$ cat src/rtl/e4_sync_pkg.sv
package e4_sync_pkg;
    // Head byte of the 12-bit alignment word; the tail is a zero nibble.
    localparam logic [7:0] ALIGN_HEAD = 8'hFA;

    typedef enum logic [1:0] {
        ST_HUNT    = 2'd0,
        ST_CONFIRM = 2'd1,
        ST_TRACK   = 2'd2
    } sync_st_e;
endpackage

$ cat src/rtl/e4_offset_scan.sv
module e4_offset_scan
    import e4_sync_pkg::*;
#(
    parameter int W = 8
) (
    input  logic             clk,
    input  logic             rst_n,
    input  logic [W-1:0]     din,
    output logic [2*W-2:0]   win,
    output logic [W-1:0]     hits
);
    logic [2*W-2:0] win_d, win_q;

    always_comb begin
        win_d = {win_q[W-2:0], din};
    end

    always_ff @(posedge clk or negedge rst_n) begin
        if (!rst_n) win_q <= '0;
        else        win_q <= win_d;
    end

    assign win = win_q;

    // one comparator per offset, all evaluated in the same cycle
    for (genvar k = 0; k < W; k++) begin : g_cmp
        assign hits[k] = (win_q[2*W-2-k -: W] == ALIGN_HEAD);
    end
endmodule

$ cat src/rtl/e4_byte_pick.sv
module e4_byte_pick #(
    parameter int W     = 8,
    parameter int SEL_W = $clog2(W)
) (
    input  logic [2*W-2:0]   win,
    input  logic [SEL_W-1:0] sel,
    output logic [W-1:0]     byte_o
);
    // bit i of the byte at offset k is window bit (W-1-k+i)
    for (genvar i = 0; i < W; i++) begin : g_bit
        logic [W-1:0] cand;
        for (genvar k = 0; k < W; k++) begin : g_off
            assign cand[k] = win[W-1-k+i];
        end
        assign byte_o[i] = cand[sel];
    end
endmodule

$ cat src/rtl/e4_sync_ctrl.sv
module e4_sync_ctrl
    import e4_sync_pkg::*;
#(
    parameter int W           = 8,
    parameter int SEL_W       = $clog2(W),
    parameter int FRAME_BYTES = 366,
    parameter int GOOD_NEED   = 3,
    parameter int MISS_LIMIT  = 4
) (
    input  logic             clk,
    input  logic             rst_n,
    input  logic [W-1:0]     hits,
    input  logic [W-1:0]     cur_byte,
    output logic [SEL_W-1:0] sel_q_o,
    output logic [SEL_W-1:0] sel_nx_o,
    output logic             hold_o,
    output logic             sync_o,
    output logic             head_o,
    output logic             tail_o
);
    localparam int CNT_W = $clog2(FRAME_BYTES);
    localparam int GW    = $clog2(GOOD_NEED + 1);
    localparam int MW    = $clog2(MISS_LIMIT + 1);
    localparam logic [CNT_W-1:0] RELOAD_TAIL = CNT_W'(FRAME_BYTES - 2);
    localparam logic [CNT_W-1:0] RELOAD_HEAD = CNT_W'(FRAME_BYTES - 1);
    localparam logic [GW-1:0]    GOOD_LAST   = GW'(GOOD_NEED - 1);
    localparam logic [MW-1:0]    MISS_LAST   = MW'(MISS_LIMIT - 1);

    typedef struct packed {
        sync_st_e         st;
        logic [SEL_W-1:0] sel;
        logic [CNT_W-1:0] cnt;
        logic [GW-1:0]    good;
        logic [MW-1:0]    miss;
        logic             sync;
        logic             head;
        logic             tail;
    } ctl_t;

    ctl_t q, n;
    logic [SEL_W-1:0] first;
    logic             miss_now;
    logic [CNT_W-1:0] reload;

    always_comb begin
        n        = q;
        n.head   = 1'b0;
        n.tail   = 1'b0;
        miss_now = 1'b0;
        reload   = RELOAD_TAIL;

        // lowest-numbered matching offset wins
        first = '0;
        for (int k = W - 1; k >= 0; k--) begin
            if (hits[k]) first = SEL_W'(k);
        end

        case (q.st)
            ST_HUNT: begin
                if (|hits) begin
                    n.st   = ST_CONFIRM;
                    n.sel  = first;
                    n.head = 1'b1;
                end
            end
            ST_CONFIRM: begin
                if (cur_byte[W-1 -: W/2] == '0) begin
                    n.tail = 1'b1;
                    n.miss = '0;
                    n.st   = ST_TRACK;
                    n.cnt  = RELOAD_TAIL;
                    if (!q.sync) begin
                        if (q.good == GOOD_LAST) n.sync = 1'b1;
                        else                     n.good = q.good + 1'b1;
                    end
                end else begin
                    miss_now = 1'b1;
                    reload   = RELOAD_TAIL;
                end
            end
            ST_TRACK: begin
                if (q.cnt != '0) begin
                    n.cnt = q.cnt - 1'b1;
                end else if (hits[q.sel]) begin
                    n.st   = ST_CONFIRM;
                    n.head = 1'b1;
                end else begin
                    miss_now = 1'b1;
                    reload   = RELOAD_HEAD;
                end
            end
            default: n.st = ST_HUNT;
        endcase

        if (miss_now) begin
            if (!q.sync || q.miss == MISS_LAST) begin
                n.st   = ST_HUNT;
                n.sync = 1'b0;
                n.good = '0;
                n.miss = '0;
            end else begin
                n.miss = q.miss + 1'b1;
                n.st   = ST_TRACK;
                n.cnt  = reload;
            end
        end
    end

    always_ff @(posedge clk or negedge rst_n) begin
        if (!rst_n) begin
            q.st   <= ST_HUNT;
            q.sel  <= '0;
            q.cnt  <= '0;
            q.good <= '0;
            q.miss <= '0;
            q.sync <= 1'b0;
            q.head <= 1'b0;
            q.tail <= 1'b0;
        end else begin
            q <= n;
        end
    end

    assign sel_q_o  = q.sel;
    assign sel_nx_o = n.sel;
    assign hold_o   = (q.st != ST_HUNT);
    assign sync_o   = q.sync;
    assign head_o   = q.head;
    assign tail_o   = q.tail;
endmodule

$ cat src/rtl/e4_frame_aligner.sv
module e4_frame_aligner
    import e4_sync_pkg::*;
#(
    parameter int FRAME_BYTES = 366,
    parameter int GOOD_NEED   = 3,
    parameter int MISS_LIMIT  = 4
) (
    input  logic       clk,
    input  logic       rst_n,
    input  logic [7:0] rx_byte,
    output logic [7:0] aligned_byte,
    output logic [2:0] align_sel,
    output logic       head_found,
    output logic       tail_ok,
    output logic       align_hold,
    output logic       frame_locked
);
    localparam int W     = $bits(ALIGN_HEAD);
    localparam int SEL_W = $clog2(W);

    logic [2*W-2:0]   win;
    logic [W-1:0]     hits;
    logic [W-1:0]     cur_byte;
    logic [W-1:0]     next_byte;
    logic [SEL_W-1:0] sel_q, sel_nx;
    logic [W-1:0]     out_d, out_q;

    e4_offset_scan #(.W(W)) u_scan (
        .clk   (clk),
        .rst_n (rst_n),
        .din   (rx_byte),
        .win   (win),
        .hits  (hits)
    );

    // slice at the frozen offset, used for the nibble check
    e4_byte_pick #(.W(W), .SEL_W(SEL_W)) u_pick_chk (
        .win    (win),
        .sel    (sel_q),
        .byte_o (cur_byte)
    );

    // slice at the next offset, so the head byte itself reaches the output
    e4_byte_pick #(.W(W), .SEL_W(SEL_W)) u_pick_out (
        .win    (win),
        .sel    (sel_nx),
        .byte_o (next_byte)
    );

    e4_sync_ctrl #(
        .W           (W),
        .SEL_W       (SEL_W),
        .FRAME_BYTES (FRAME_BYTES),
        .GOOD_NEED   (GOOD_NEED),
        .MISS_LIMIT  (MISS_LIMIT)
    ) u_ctrl (
        .clk      (clk),
        .rst_n    (rst_n),
        .hits     (hits),
        .cur_byte (cur_byte),
        .sel_q_o  (sel_q),
        .sel_nx_o (sel_nx),
        .hold_o   (align_hold),
        .sync_o   (frame_locked),
        .head_o   (head_found),
        .tail_o   (tail_ok)
    );

    always_comb begin
        out_d = next_byte;
    end

    always_ff @(posedge clk or negedge rst_n) begin
        if (!rst_n) out_q <= '0;
        else        out_q <= out_d;
    end

    assign aligned_byte = out_q;
    assign align_sel    = sel_q;
endmodule

$ cat config.mk
export PLATFORM = sky130hd
export DESIGN_NAME = e4_frame_aligner
export DESIGN_NICKNAME = d
export VERILOG_FILES = /design/src/rtl/e4_sync_pkg.sv /design/src/rtl/e4_offset_scan.sv /design/src/rtl/e4_byte_pick.sv /design/src/rtl/e4_sync_ctrl.sv /design/src/rtl/e4_frame_aligner.sv
export SDC_FILE = /design/constraint.sdc
export NUM_CORES = 1
export LEC_CHECK = 0
export ABC_AREA = 1
export BUFFER_PORTS_ARGS = -buffer_cell sky130_fd_sc_hd__buf_2
export CORE_MARGIN = 2
export CORE_UTILIZATION = 30
export CTS_BUF_LIST = sky130_fd_sc_hd__clkbuf_8 sky130_fd_sc_hd__clkbuf_16
export DETAILED_ROUTE_END_ITERATION = 16
export GPL_ROUTABILITY_DRIVEN = 0
export PLACE_DENSITY_LB_ADDON = 0.12
export SYNTH_ARGS = -nofsm -noshare
export SYNTH_HDL_FRONTEND = slang
export SYNTH_SLANG_ARGS = --single-unit
$ cat constraint.sdc
create_clock -name clk -period 4 [get_ports clk]
set_input_delay 0.8 -clock clk [delete_from_list [all_inputs] [get_ports clk]]
set_output_delay 0.8 -clock clk [all_outputs]
set_load 0.03 [all_outputs]
==> results.json, run 1 <==
{
  "most_used_cells_in_the_layout_excluding_fill_and_tap_cells": "nand2_1, nand3_1, dfrtp_1",
  "setup_buffers_after_cts": 0,
  "die_w_um": 102.0,
  "most_common_library_cell_in_the_layout_ignoring_fill_and_taps": "nand2_1",
  "r2r_start": "u_scan.win[6]$_DFF_PN0_",
  "clock_tree.htree_level_count": 2,
  "holdPathStages": 0,
  "die_extent_in_y_um": 102.0,
  "p_leak_nw": 1.585,
  "netlist_area_um2": 2883,
  "max-clock-path-buffers": 2,
  "placement.cell_area_um2": 3058,
  "cellPowerDensity_nw_per_um2": 448.3,
  "power_w": 0.001411,
  "floorplan.die_area_um2": 10410,
  "power.share.sequential_pct": 40.3,
  "drt_drc_violations_left": 0,
  "global_route.overflow_total": 0,
  "rr_worst_depth": 13,
  "nFillCells": 1021,
  "antenna_violations_before_repair": 0,
  "intPower_w": 0.0008229,
  "postRouteAntennaNets": 0,
  "yosys_warnings": 0,
  "grt.total_usage_pct": 14.49,
  "stdcell_area_um2": 3148,
  "vias": 2492,
  "largest_stage_delay_worst_path_ns": 0.56,
  "cts_inserted_buffers": 5,
  "post_synth_inst_count": 388,
  "finClkSkew_ns": 0.01112,
  "crit_path_cell_trace": "nand2_1 -> nor2_2 -> nand2_2 -> nand2_2 -> nor2_4 -> nand2_8 -> nand2_8 -> o21ai_4 -> inv_2 -> nand3_1 -> nand2_1 -> nand2_1 -> nand2_1",
  "max_freq_ghz": 0.4275,
  "initial_utilization_pct": 31.05,
  "cp_slowest_cell": "dfrtp_1",
  "place.detailed.hpwl_um": 5123,
  "combPwrFrac_pct": 38.6,
  "drt_first_pass_iters": 4,
  "relSlewSlack_pct": 32.26,
  "worstPathMaxFanout": 14,
  "grt_pass1_wl_um": 11910,
  "path_class": "reg -> reg",
  "regToRegEndpoint": "aligned_byte[7]$_DFF_PN0_",
  "dp.cells": 527,
  "detailedRoute.firstIterationViolations": 199,
  "setup.worst_path.end_class": "flop",
  "mappedNetlistNets": 406,
  "r2r_slack_ns": 1.66,
  "final.setup.worst_slack_ns": 1.661,
  "min_delay_worst_endpoint": "u_scan.win[8]$_DFF_PN0_",
  "port_buffers": 24,
  "pin_count_of_the_biggest_net_entering_global_routing": 46,
  "sum_neg_setup_slack_ns": 0,
  "cp_common_cell": "nand2_1",
  "worst_ep_arrival_time_ns": 2.54,
  "finalCritPeriodShare_pct": 58.48,
  "vdd.ir_drop.worst_mv": 0.1512,
  "min_path_type": "reg -> reg",
  "status": "completed",
  "cts_tree": "done",
  "worst_slew_pin_slew_ns": 1.016,
  "post-synth-top-area-fraction_pct": 39.06,
  "min-delay-start": "u_scan.win[0]$_DFF_PN0_",
  "route.detailed.vias_per_inst": 4.667,
  "pre_cts_ws_ns": 1.673,
  "max-cap-violations": 0,
  "synth.top_cells.by_area": "dfrtp_1, nand2_1, nand3_1, inv_1, nor2_1",
  "clk_pin_slew_ns": 0.08,
  "flow.area_growth_from_synthesis_pct": 9.201,
  "sw_frac_of_total_pct": 41.69,
  "detail_route.wl_per_cell_um": 13.11,
  "numClockSinks": 45,
  "clk_root_buffer_cell": "clkbuf_8",
  "finalCriticalPeriod_ns": 2.339,
  "final_nets": 423,
  "yosys.cell_types.count": 33,
  "cts_hold_buf": 0,
  "totalWireLength_um": 7003,
  "vias_in_the_first_global_route": 2432,
  "number_of_setup_violations_in_the_final_report": 0,
  "power_frac_clock_pct": 21.2,
  "post_cts_resize_count": 0,
  "number_of_flip_flops_and_latches_in_the_synthesized_netlist": 45,
  "insertedDiodeCount": 0,
  "final_layout_size_suffix_gt1_share_pct": 15.06,
  "placementRows": 35,
  "synth-seq-area-share_pct": 39.06,
  "worst_setup_path_start_kind": "flop",
  "finalNonFillerCells": 534,
  "rsz0062_at_grt": "no",
  "crit_required_ns": 4.20,
  "num_io_pins": 25,
  "finalHoldViolations": 0,
  "core_region_area_um2": 9284,
  "timing_max_transition_violations_final": 0,
  "postSynthAreaPerCell_um2": 7.430,
  "sw_pwr_w": 0.0005883,
  "clk-insertion-delay-late_ns": 0.31,
  "yosysTopAreaCell": "dfrtp_1"
}
[per-layer routing]
layer / GRT usage (%) / share of wire (%) / vias up
li1: - / - / 1281
met1: 21.71 / 52 / 1158
met2: 21.41 / 43 / 49
met3: 2.668 / 3.8 / 4
met4: 3.897 / 0.79 / 0
met5: 0 / 0 / -
[through the flow]
step           util [%]  hold WS [ns]
6_report          33.91        0.4039
5_1_grt           33.91        0.4309
4_1_cts           33.91        0.4109
3_5_place_dp      32.94        0.3888
3_3_place_gp      32.94        0.3832
2_1_floorplan         -        0.3487
[cell type report]
cell class              count  area, um^2  area share [%]
multi-input cells         281        1470           46.70
flip-flops and latches     45        1126           35.77
inverters                  48       180.2           5.723
well taps                 129       161.4           5.127
repair buffers             24       120.1           3.816
clock buffers               6       82.58           2.623
clock inverters             1       7.507          0.2385
[registers in the layout (all words and copies together), names as in the netlist]
signal,cells
aligned_byte,8
u_ctrl.sync_o,1
u_ctrl.head_o,1
u_ctrl.sel_q_o,3
u_ctrl.tail_o,1
u_ctrl.q,16
u_scan.win,15
[cells in the mapped netlist, drive strengths merged]
master  count
a211oi      1
a21oi      13
a32oi       1
buf        12
clkbuf      2
dfrtp      45
ha          8
inv        48
nand2     115
nand3      77
nand4       2
nor2       34
nor2b       1
o211ai      1
o21ai      23
o22ai       2
xor2        3
[critical path: cells and delay by family (launching register included)]
family	cells	cell delay, ns
buf+inv	1	0.22
compound gates	1	0.37
flops	1	0.56
simple gates	11	1.08
[worst max path at each step]
stage / from / end / slack, ns / depth (start not counted)
floorplan: u_ctrl.q[21]$_DFFE_PN0P_ / align_hold / 2.16 / 3
global placement: u_scan.win[6]$_DFF_PN0_ / aligned_byte[6]$_DFF_PN0_ / 1.64 / 13
detailed placement: u_scan.win[6]$_DFF_PN0_ / aligned_byte[6]$_DFF_PN0_ / 1.67 / 13
CTS: u_scan.win[6]$_DFF_PN0_ / aligned_byte[6]$_DFF_PN0_ / 1.65 / 13
global route: u_scan.win[6]$_DFF_PN0_ / aligned_byte[7]$_DFF_PN0_ / 1.45 / 13
finish: u_scan.win[6]$_DFF_PN0_ / aligned_byte[7]$_DFF_PN0_ / 1.66 / 13
[power by group through the flow]
| stage | Clock (W) | Sequential [W] | Combinational [W] |
|---|---|---|---|
| finish | 0.000299 | 0.000568 | 0.000544 |
| global route | 0.000332 | 0.000579 | 0.000621 |
| CTS | 0.000313 | 0.000569 | 0.000551 |
| detailed placement | 0 | 0.000578 | 0.000549 |
| global placement | 0 | 0.000577 | 0.000548 |
| floorplan | 0 | 0.000631 | 0.000361 |
[kinds of logic after synthesis]
kind of cell               Yosys count  share of synthesized area [%]
adders and majority gates            8                          3.472
xor gates and xnor gates             3                         0.9116
DFF                                 45                          39.06
AOI/OAI and AO/OA                   41                          8.117
buffers and inverters               62                          9.938
and+or+nand+nor                    229                          38.50
Power figures use the tool's default switching activity.
==> run 2: changes to the inputs <==
- clock period: 4 -> 2 ns (I/O delays scaled with it)
==> results.json, run 2 (same netlist as run 1, synthesis figures left out) <==
{
  "most_common_library_cell_in_the_layout_ignoring_fill_and_taps": "nand2_1",
  "grt_pass1_wl_um": 13080,
  "intPower_w": 0.001824,
  "die_extent_in_y_um": 102.0,
  "global_route.overflow_total": 0,
  "most_used_cells_in_the_layout_excluding_fill_and_tap_cells": "nand2_1, buf_4, nand3_1",
  "rsz0062_at_grt": "yes",
  "finalHoldViolations": 0,
  "clk_root_buffer_cell": "clkbuf_8",
  "clock_tree.htree_level_count": 2,
  "postRouteAntennaNets": 0,
  "crit_path_cell_trace": "nand2_1 -> nor2_1 -> nand2_2 -> nand2_4 -> nor2_8 -> nand2_8 -> nand4_4 -> nand2_8 -> buf_6 -> nand2_1 -> nand3_2 -> nand2_2 -> nand2_1 -> nand2_1",
  "core_region_area_um2": 9284,
  "power_frac_clock_pct": 19.7,
  "placement.cell_area_um2": 3341,
  "setup.worst_path.end_class": "flop",
  "global_route.usage.met1_pct": 23.43,
  "finClkSkew_ns": 0.01135,
  "largest-register": "u_ctrl.q",
  "r2r_slack_ns": 0.03,
  "largest_register_ffs": 16,
  "placementRows": 35,
  "clk-insertion-delay-late_ns": 0.30,
  "route.detailed.vias_per_inst": 4.653,
  "power.share.sequential_pct": 36.2,
  "drt_drc_violations_left": 0,
  "pin_count_of_the_biggest_net_entering_global_routing": 22,
  "sw_frac_of_total_pct": 41.94,
  "num_io_pins": 25,
  "initial_utilization_pct": 31.05,
  "detailedRoute.firstIterationViolations": 153,
  "seq_area_um2": 1139,
  "regToRegEndpoint": "aligned_byte[6]$_DFF_PN0_",
  "max_freq_ghz": 0.5068,
  "vias": 2778,
  "rr_worst_depth": 14,
  "grt.total_usage_pct": 15.96,
  "stdcell_area_um2": 3956,
  "clk_pin_slew_ns": 0.10,
  "hold-worst-slack_ns": 0.02900,
  "numClockSinks": 45,
  "r2r_start": "u_scan.win[8]$_DFF_PN0_",
  "flow.area_growth_from_synthesis_pct": 37.24,
  "gr_util_met3_pct": 2.326,
  "detail_route.wl_per_cell_um": 13.35,
  "number_of_setup_violations_in_the_final_report": 0,
  "combPwrFrac_pct": 44.1,
  "port_buffers": 24,
  "final_layout_size_suffix_gt1_share_pct": 42.31,
  "final_nets": 485,
  "worst_ep_arrival_time_ns": 2.18,
  "path_class": "reg -> reg",
  "floorplan.die_area_um2": 10410,
  "relSlewSlack_pct": 69.64,
  "antenna_violations_before_repair": 0,
  "cellPowerDensity_nw_per_um2": 794.2,
  "multiInputGateArea_um2": 1755,
  "vias_in_the_first_global_route": 2692,
  "grt_use_met2_pct": 24.44,
  "drt_first_pass_iters": 4,
  "nFillCells": 995,
  "die_w_um": 102.0,
  "cts_tree": "done",
  "largest_stage_delay_worst_path_ns": 0.48,
  "finalCritPeriodShare_pct": 98.65,
  "sw_pwr_w": 0.001318,
  "power_w": 0.003142,
  "max-clock-path-buffers": 2,
  "cp_slowest_cell": "dfrtp_2",
  "vdd.ir_drop.worst_mv": 0.2705,
  "cp_common_cell": "nand2_1",
  "worst_setup_path_start_kind": "flop",
  "busiest_layer": "met2",
  "timing_max_transition_violations_final": 0,
  "crit_required_ns": 2.20,
  "insertedDiodeCount": 0,
  "place.detailed.hpwl_um": 5594,
  "min_path_type": "in -> async",
  "worstPathMaxFanout": 8,
  "status": "completed",
  "totalWireLength_um": 7971,
  "max-cap-violations": 0,
  "p_leak_nw": 1.995,
  "finalCriticalPeriod_ns": 1.973,
  "cts_inserted_buffers": 5,
  "worst_slew_pin_slew_ns": 0.4554
}
[run 2: power by group through the flow]
stage / clock, W / combinational (W) / sequential (W)
after floorplan: 0 / 0.000721 / 0.00126
after global placement: 0 / 0.00120 / 0.00115
after detailed placement: 0 / 0.00121 / 0.00115
after CTS: 0.000647 / 0.00122 / 0.00113
after global routing: 0.000682 / 0.00158 / 0.00116
final: 0.000619 / 0.00139 / 0.00114
[run 2: per-layer routing]
layer	part of all wire, %	vias to the layer above
li1	-	1404
met1	50	1314
met2	45	52
met3	3.9	8
met4	1.4	0
met5	0	-
[run 2: worst max path at each step]
stage | to | cells after the start | slack [ns] | from
final | aligned_byte[6]$_DFF_PN0_ | 14 | 0.03 | u_scan.win[8]$_DFF_PN0_
after global routing | aligned_byte[6]$_DFF_PN0_ | 14 | -0.11 | u_scan.win[8]$_DFF_PN0_
after CTS | aligned_byte[1]$_DFF_PN0_ | 13 | 0.004 | u_scan.win[4]$_DFF_PN0_
after detailed placement | aligned_byte[5]$_DFF_PN0_ | 12 | -0.08 | u_scan.win[8]$_DFF_PN0_
after global placement | aligned_byte[5]$_DFF_PN0_ | 13 | -0.06 | u_scan.win[7]$_DFF_PN0_
after floorplan | aligned_byte[2]$_DFF_PN0_ | 7 | 0.21 | u_ctrl.q[21]$_DFFE_PN0P_
[run 2: layout make-up]
cell class | count | area share, %
multi-input cells | 282 | 44.37
flip-flops and latches | 45 | 28.78
repair buffers | 85 | 15.72
inverters | 48 | 4.617
well taps | 129 | 4.080
clock buffers | 6 | 2.087
clock inverters | 2 | 0.3479
[run 2: worst max-delay path, delay by kind of cell (launching register included)]
family | cells | cell delay [ns]
AND/OR/NAND/NOR | 13 | 1.29
buffers and inverters | 1 | 0.11
flip-flops | 1 | 0.48
[run 2: repair_timing]
action	4_1_cts	5_1_grt
pin swaps	2	28
hold buffers	0	0
endpoints found under the setup margin	8	25
gates cloned	1	0
buffers inserted	3	24
resized for setup	7	94
[run 2: through the flow]
stage,util (%),cells,setup WS [ns],setup TNS (ns)
finish,42.61,597,0.02696,0
global route,42.61,597,-0.1088,-0.8290
CTS,37.68,575,0.003540,0
detailed placement,35.98,563,-0.08419,-0.4998
global placement,35.98,563,-0.06040,-0.3190
floorplan,-,388,0.2078,0
